### src/rtl/tmr_pkg.sv
`timescale 1ns/1ps
package tmr_pkg;
    // word select inside a timer window (address bits 3:2)
    localparam logic [1:0] SUB_CNT  = 2'd0;
    localparam logic [1:0] SUB_LOAD = 2'd1;
    localparam logic [1:0] SUB_M1   = 2'd2;
    localparam logic [1:0] SUB_M2   = 2'd3;

    // event bit order inside a timer's three-bit group
    localparam int EV_M1  = 0;
    localparam int EV_M2  = 1;
    localparam int EV_OVF = 2;

    // per-clock action chosen for a counter
    typedef enum logic [2:0] {
        STEP_HOLD,
        STEP_SW_LOAD,
        STEP_INC,
        STEP_DEC,
        STEP_WRAP
    } step_e;
endpackage

### src/rtl/tmr_counter.sv
`timescale 1ns/1ps
module tmr_counter
    import tmr_pkg::*;
#(
    parameter int CNT_W = 32
) (
    input  logic             clk,
    input  logic             rst_n,
    input  logic             en,
    input  logic             up,
    input  logic             wr_cnt,
    input  logic             wr_load,
    input  logic             wr_m1,
    input  logic             wr_m2,
    input  logic [CNT_W-1:0] wdata,
    output logic [CNT_W-1:0] cnt_q,
    output logic [CNT_W-1:0] load_q,
    output logic [CNT_W-1:0] m1_q,
    output logic [CNT_W-1:0] m2_q,
    output logic [2:0]       ev
);
    localparam logic [CNT_W-1:0] CNT_TOP = '1;
    localparam logic [CNT_W-1:0] CNT_BOT = '0;

    step_e            step;
    logic [CNT_W-1:0] cnt_d;

    // step selection: bus write first, then enable, then direction
    always_comb begin
        if (wr_cnt)
            step = STEP_SW_LOAD;
        else if (!en)
            step = STEP_HOLD;
        else if (up)
            step = (cnt_q == CNT_TOP) ? STEP_WRAP : STEP_INC;
        else
            step = (cnt_q == CNT_BOT) ? STEP_WRAP : STEP_DEC;
    end

    always_comb begin
        unique case (step)
            STEP_SW_LOAD: cnt_d = wdata;
            STEP_INC:     cnt_d = cnt_q + CNT_W'(1);
            STEP_DEC:     cnt_d = cnt_q - CNT_W'(1);
            STEP_WRAP:    cnt_d = load_q;
            default:      cnt_d = cnt_q;
        endcase
    end

    always_ff @(posedge clk or negedge rst_n) begin
        if (!rst_n) begin
            cnt_q  <= '0;
            load_q <= '0;
            m1_q   <= '0;
            m2_q   <= '0;
        end else begin
            cnt_q <= cnt_d;
            if (wr_load) load_q <= wdata;
            if (wr_m1)   m1_q   <= wdata;
            if (wr_m2)   m2_q   <= wdata;
        end
    end

    always_comb begin
        ev         = '0;
        ev[EV_M1]  = en && (cnt_q == m1_q);
        ev[EV_M2]  = en && (cnt_q == m2_q);
        ev[EV_OVF] = (step == STEP_WRAP);
    end
endmodule

### src/rtl/tmr_shared.sv
`timescale 1ns/1ps
module tmr_shared #(
    parameter int NUM_TMR = 3
) (
    input  logic                   clk,
    input  logic                   rst_n,
    input  logic                   ctrl_wr,
    input  logic                   stat_wr,
    input  logic                   mask_wr,
    input  logic [4*NUM_TMR-1:0]   wdata_ctrl,
    input  logic [3*NUM_TMR-1:0]   wdata_flag,
    input  logic [3*NUM_TMR-1:0]   ev,
    output logic [4*NUM_TMR-1:0]   ctrl_q,
    output logic [3*NUM_TMR-1:0]   stat_q,
    output logic [3*NUM_TMR-1:0]   mask_q,
    output logic [NUM_TMR-1:0]     irq
);
    localparam int CTRL_W = 4 * NUM_TMR;
    localparam int STAT_W = 3 * NUM_TMR;
    localparam int DIR_LO = 3 * NUM_TMR;

    // first and last timer count up, only the last one runs
    function automatic logic [CTRL_W-1:0] ctrl_init();
        logic [CTRL_W-1:0] v;
        v = '0;
        v[DIR_LO]                 = 1'b1;
        v[DIR_LO + NUM_TMR - 1]   = 1'b1;
        v[3 * (NUM_TMR - 1)]      = 1'b1;
        return v;
    endfunction

    localparam logic [CTRL_W-1:0] CTRL_RST = ctrl_init();

    logic [STAT_W-1:0] stat_d;

    always_comb begin
        stat_d = (stat_wr ? wdata_flag : stat_q) | ev;
    end

    always_ff @(posedge clk or negedge rst_n) begin
        if (!rst_n) begin
            ctrl_q <= CTRL_RST;
            stat_q <= '0;
            mask_q <= '0;
        end else begin
            if (ctrl_wr) ctrl_q <= wdata_ctrl;
            if (mask_wr) mask_q <= wdata_flag;
            stat_q <= stat_d;
        end
    end

    for (genvar n = 0; n < NUM_TMR; n++) begin : g_irq
        assign irq[n] = ctrl_q[3*n+2] & (|(stat_q[3*n +: 3] & ~mask_q[3*n +: 3]));
    end
endmodule

### src/rtl/trio_timer.sv
`timescale 1ns/1ps
module trio_timer
    import tmr_pkg::*;
#(
    parameter int NUM_TMR = 3,
    parameter int CNT_W   = 32,
    parameter int ADDR_W  = 8
) (
    input  logic               clk,
    input  logic               rst_n,
    input  logic [ADDR_W-1:0]  bus_addr,
    input  logic [CNT_W-1:0]   bus_wdata,
    input  logic               bus_wr,
    output logic [CNT_W-1:0]   bus_rdata,
    output logic [NUM_TMR-1:0] irq
);
    localparam int STAT_W  = 3 * NUM_TMR;
    localparam int CTRL_W  = 4 * NUM_TMR;
    localparam int WIN_W   = ADDR_W - 4;
    localparam int SH_BASE = 16 * NUM_TMR;
    localparam logic [ADDR_W-1:0] A_CTRL = ADDR_W'(SH_BASE);
    localparam logic [ADDR_W-1:0] A_STAT = ADDR_W'(SH_BASE + 4);
    localparam logic [ADDR_W-1:0] A_MASK = ADDR_W'(SH_BASE + 8);

    logic              aligned;
    logic [1:0]        sub;
    logic [WIN_W-1:0]  win;
    logic              ctrl_wr, stat_wr, mask_wr;
    logic [CTRL_W-1:0] ctrl_q;
    logic [STAT_W-1:0] stat_q, mask_q, evts;
    logic [NUM_TMR-1:0] win_hit, cnt_wr;
    logic [NUM_TMR-1:0][CNT_W-1:0] cnt_q, load_q, m1_q, m2_q;

    assign aligned = (bus_addr[1:0] == 2'b00);
    assign sub     = bus_addr[3:2];
    assign win     = bus_addr[ADDR_W-1:4];
    assign ctrl_wr = bus_wr && (bus_addr == A_CTRL);
    assign stat_wr = bus_wr && (bus_addr == A_STAT);
    assign mask_wr = bus_wr && (bus_addr == A_MASK);

    for (genvar n = 0; n < NUM_TMR; n++) begin : g_tmr
        assign win_hit[n] = aligned && (win == WIN_W'(n));
        assign cnt_wr[n]  = bus_wr && win_hit[n] && (sub == SUB_CNT);

        tmr_counter #(.CNT_W(CNT_W)) u_cnt (
            .clk     (clk),
            .rst_n   (rst_n),
            .en      (ctrl_q[3*n]),
            .up      (ctrl_q[3*NUM_TMR + n]),
            .wr_cnt  (cnt_wr[n]),
            .wr_load (bus_wr && win_hit[n] && (sub == SUB_LOAD)),
            .wr_m1   (bus_wr && win_hit[n] && (sub == SUB_M1)),
            .wr_m2   (bus_wr && win_hit[n] && (sub == SUB_M2)),
            .wdata   (bus_wdata),
            .cnt_q   (cnt_q[n]),
            .load_q  (load_q[n]),
            .m1_q    (m1_q[n]),
            .m2_q    (m2_q[n]),
            .ev      (evts[3*n +: 3])
        );
    end

    tmr_shared #(.NUM_TMR(NUM_TMR)) u_shared (
        .clk        (clk),
        .rst_n      (rst_n),
        .ctrl_wr    (ctrl_wr),
        .stat_wr    (stat_wr),
        .mask_wr    (mask_wr),
        .wdata_ctrl (bus_wdata[CTRL_W-1:0]),
        .wdata_flag (bus_wdata[STAT_W-1:0]),
        .ev         (evts),
        .ctrl_q     (ctrl_q),
        .stat_q     (stat_q),
        .mask_q     (mask_q),
        .irq        (irq)
    );

    always_comb begin
        bus_rdata = '0;
        if (bus_addr == A_CTRL)      bus_rdata = CNT_W'(ctrl_q);
        else if (bus_addr == A_STAT) bus_rdata = CNT_W'(stat_q);
        else if (bus_addr == A_MASK) bus_rdata = CNT_W'(mask_q);
        else begin
            for (int n = 0; n < NUM_TMR; n++) begin
                if (win_hit[n]) begin
                    unique case (sub)
                        SUB_CNT:  bus_rdata = cnt_q[n];
                        SUB_LOAD: bus_rdata = load_q[n];
                        SUB_M1:   bus_rdata = m1_q[n];
                        default:  bus_rdata = m2_q[n];
                    endcase
                end
            end
        end
    end
endmodule

### config.mk
export PLATFORM = sky130hd
export DESIGN_NAME = trio_timer
export DESIGN_NICKNAME = d
export VERILOG_FILES = /design/src/rtl/tmr_pkg.sv /design/src/rtl/tmr_counter.sv /design/src/rtl/tmr_shared.sv /design/src/rtl/trio_timer.sv
export SDC_FILE = /design/constraint.sdc
export NUM_CORES = 1
export LEC_CHECK = 0
export BUFFER_PORTS_ARGS = -buffer_cell sky130_fd_sc_hd__buf_2
export CORE_MARGIN = 3
export CORE_UTILIZATION = 35
export CTS_CLUSTER_DIAMETER = 30
export DETAILED_ROUTE_END_ITERATION = 10
export PLACE_DENSITY_LB_ADDON = 0.05
export REMOVE_ABC_BUFFERS = 1
export SETUP_SLACK_MARGIN = 0.3
export SLEW_MARGIN = 20
export SYNTH_ARGS = -nofsm -noshare
export SYNTH_HDL_FRONTEND = slang
export SYNTH_SLANG_ARGS = --single-unit
### constraint.sdc
create_clock -name clk -period 4.7 [get_ports clk]
set_input_delay 0.94 -clock clk [delete_from_list [all_inputs] [get_ports clk]]
set_output_delay 0.94 -clock clk [all_outputs]
set_load 0.01 [all_outputs]
==> out/qor.yml <==
maxCapViolCount: 0
seq_area_frac_synth_pct: 37.1
die_area_sq_mm: 0.0833
syn_avg_cell_area_sq_um: 10.3
synth_cell_types: 87
cp.arrival_ns: 4.85
syn-cell-area_sq_mm: 0.0280
drv_slew: 0
ant_nets: 0
htreeDepth: 4
seq_area_sq_mm: 0.0104
core.rowCount: 103
crit_start: "bus_addr[6]"
layout_setup_ws_ns: 0.392
dr.pass1.iters: 7
syn-instance-count: 2723
die_x_microns: 289
endpoint_kind: "register"
max_freq_mhz: 232
setup.worst_path.end: "g_tmr[2].u_cnt.cnt_q[29]$_DFFE_PN0P_"
wl_microns: 117000
clockBufferDepth: 3
setup_tns_ns: 0
clock-root-buffer: "clkbuf_16"
fillCellCount: 7384
vias: 24800
status: "finished, final reports clean"
drtIter0Drc: 1853
ioPinCount: 78
die_h_microns: 289
clk_pin_slew_ns: 0.04
insertion_delay_ns: 0.72
post-place-ws_ns: -0.622
dp.final_hpwl_microns: 84000
synth_edf_count: 0
ff2ff_setup_slack_ns: 0.41
hold_slack_ns: 0.250
crit_type: "in -> reg"
core-area_sq_mm: 0.0790
startpoint_type: "primary input"
nets: 3321
synth-main-ff-cell: "dfrtp_1"
crit_required_ns: 5.25
ys_seq_elements: 414
regToRegEndpoint: "g_tmr[2].u_cnt.cnt_q[29]$_DFFE_PN0P_"
async_reset_ff_share_pct: 100
drive_gt1_share_pct: 37.8
wl_per_cell_microns: 26.8
area_growth_pct: 35.1
io_buffer_count: 77
r2r.worst_path.cells: 19
ir_worst_vdd_mv: 0.314
fin_crit_sh_pct: 91.7
grt_max_degree: 91
track_usage_pct: 28.0
cts_tree: "yes"
utilization_pct: 47.8
grt_setup_unrepaired: "yes"
setup_viol: 0
cts_buffers: 131
regToRegStartpoint: "g_tmr[2].u_cnt.cnt_q[28]$_DFFE_PN0P_"
skew_ns: 0.0339
place_congestion: 0.883
p_leak_nw: 17.2
slew_headroom_pct: 32.9
fin_crit_ns: 4.31
min_path_type: "in -> async"
grt_pass1_vias: 24900
drc: 0
layout.cells.non_filler: 4344
vias_per_cell: 5.72
yosysWarnings: 0
worst_slew_pin_slew_ns: 1.01
cp_max_fo: 6
grt.overflow.total: 0
cts_sinks: 414
grt_pass1_wl_microns: 172000
multi_input_area_sq_mm: 0.0174
antenna_found_initial: 4
initial_core_util_pct: 35.4
p_per_area_mw_per_mm2: 557
finalHoldViolCount: 0
dpl.cell_count: 4082
==> synthesized netlist by cell type, types with 9 or more instances <==
cell      instances  area (sq um)
o21ai_0         151           756
and3_1           32           200
mux2i_1          63           631
nand2b_1         12          75.1
buf_2            17          85.1
o22ai_1          12          75.1
mux4_2           90          2030
a211oi_1         18           135
ha_1             90          1130
o21a_1           12          90.1
nand3_1          51           255
nor2_1          144           541
nand2_1         203           762
or3_1            17           106
a21oi_1         164           821
nor3_1           26           130
o211ai_1         53           398
nor2b_1          16           100
xor2_1          120          1050
o21ai_1          20           100
o31ai_1          10          75.1
xnor2_1         143          1250
dfrtp_1         411         10300
nor4_1           58           363
a21o_1           50           375
o21bai_1          9          67.6
inv_1            44           165
a31oi_1          15          93.8
clkbuf_1        138           518
buf_1            31           116
nand4_1          64           400
mux2_2          307          3460
==> placed cells by master (no fill, tap or decap), drive strengths merged, types with 17 or more instances in the layout <==
cell / synthesis / layout
nand2: 203 / 203
inv: 45 / 51
o211ai: 54 / 54
ha: 90 / 90
nor4: 58 / 58
dfrtp: 411 / 411
nand3: 52 / 52
a21oi: 164 / 164
o21ai: 172 / 172
clkinv: 0 / 32
nand4: 64 / 64
a21o: 50 / 50
clkbuf: 138 / 188
xnor2: 143 / 143
mux4: 90 / 90
and3: 32 / 32
nor2: 144 / 144
mux2: 309 / 309
nor3: 27 / 27
buf: 49 / 513
xor2: 120 / 120
mux2i: 63 / 63
or3: 17 / 17
a211oi: 22 / 22
==> critical path, stage by stage <==
cell        delay, ns
buf_4            0.13
nor4_4           0.28
buf_4            0.17
nand2_4          0.05
nor3b_4          0.23
buf_6            0.14
nand2_4          0.06
nand2_4          0.07
or3_4            0.13
clkinvlp_4       0.22
ha_4             0.32
buf_6            0.12
o211ai_1         0.22
o211a_1          0.25
o31ai_2          0.07
buf_4            0.17
o211ai_1         0.29
a31oi_2          0.16
a31o_2           0.24
or3_1            0.38
a21oi_2          0.14
o31ai_1          0.07
==> cells by family after synthesis <==
kind of cell / share of synthesized area (%)
AND/OR/NAND/NOR: 11.3
adder cells (fa/ha/maj): 4.24
XOR/XNOR: 8.24
multiplexers: 22.0
buffers and inverters: 3.20
flip-flops: 37.1
AO/OA/AOI/OAI: 14.0
==> layout make-up <==
type | count | share of cell area [%]
Multi-Input combinational cell | 2077 | 45.9
Sequential cell | 414 | 27.4
Inverter | 45 | 0.467
Clock buffer | 187 | 9.98
Tap cell | 1050 | 3.48
Antenna cell | 1 | 0.00663
Timing Repair inverter | 1 | 0.0199
Timing Repair Buffer | 515 | 10.6
Clock inverter | 54 | 2.06
==> metrics by stage <==
| stage | instance area, sq um | power (W) |
|---|---|---|
| final | 37800 | 0.0210 |
| after global routing | 37800 | 0.0220 |
| after CTS | 37100 | 0.0208 |
| after detailed placement | 32400 | 0.0118 |
| after global placement | 32400 | 0.0117 |
| after floorplan | 27200 | 0.00816 |
==> power breakdown <==
group          total (W)  internal [W]  switching, W
sequential       0.00457       0.00409      0.000474
combinational    0.00755       0.00330       0.00426
clock            0.00890       0.00614       0.00276
==> routing by layer <==
layer	vias to the layer above	track usage, %	wire (microns)
met5	-	0	12
met2	803	40.9	50100
met4	2	7.51	2520
met1	12800	41.8	56100
met3	132	5.82	7810
li1	11100	-	-
==> flip-flops by register name, indices dropped and copies added (netlist names) <==
name,count
u_shared.stat_q,9
g_tmr.u_cnt.load_q,96
g_tmr.u_cnt.m1_q,96
g_tmr.u_cnt.m2_q,96
g_tmr.u_cnt.cnt_q,96
u_shared.mask_q,9
u_shared.ctrl_q,12
==> what timing repair did <==
| action | CTS | global route |
|---|---|---|
| hold endpoints to repair | 0 | 0 |
| gates resized for setup | 17 | 91 |
| buffers inserted | 0 | 17 |
| setup endpoints to repair | 28 | 46 |
| pin swaps | 0 | 40 |
| hold buffers | 0 | 0 |
| cloned | 2 | 1 |
==> worst min path at each step <==
stage               cells past startpoint                             endpoint
finish                                  1  g_tmr[2].u_cnt.cnt_q[6]$_DFFE_PN0P_
global route                            1  g_tmr[2].u_cnt.cnt_q[6]$_DFFE_PN0P_
CTS                                     1  g_tmr[2].u_cnt.cnt_q[6]$_DFFE_PN0P_
detailed placement                      1       u_shared.ctrl_q[7]$_DFFE_PN0P_
global placement                        1       u_shared.ctrl_q[7]$_DFFE_PN0P_
floorplan                               1       u_shared.ctrl_q[1]$_DFFE_PN0P_
Power figures use the tool's default switching activity.
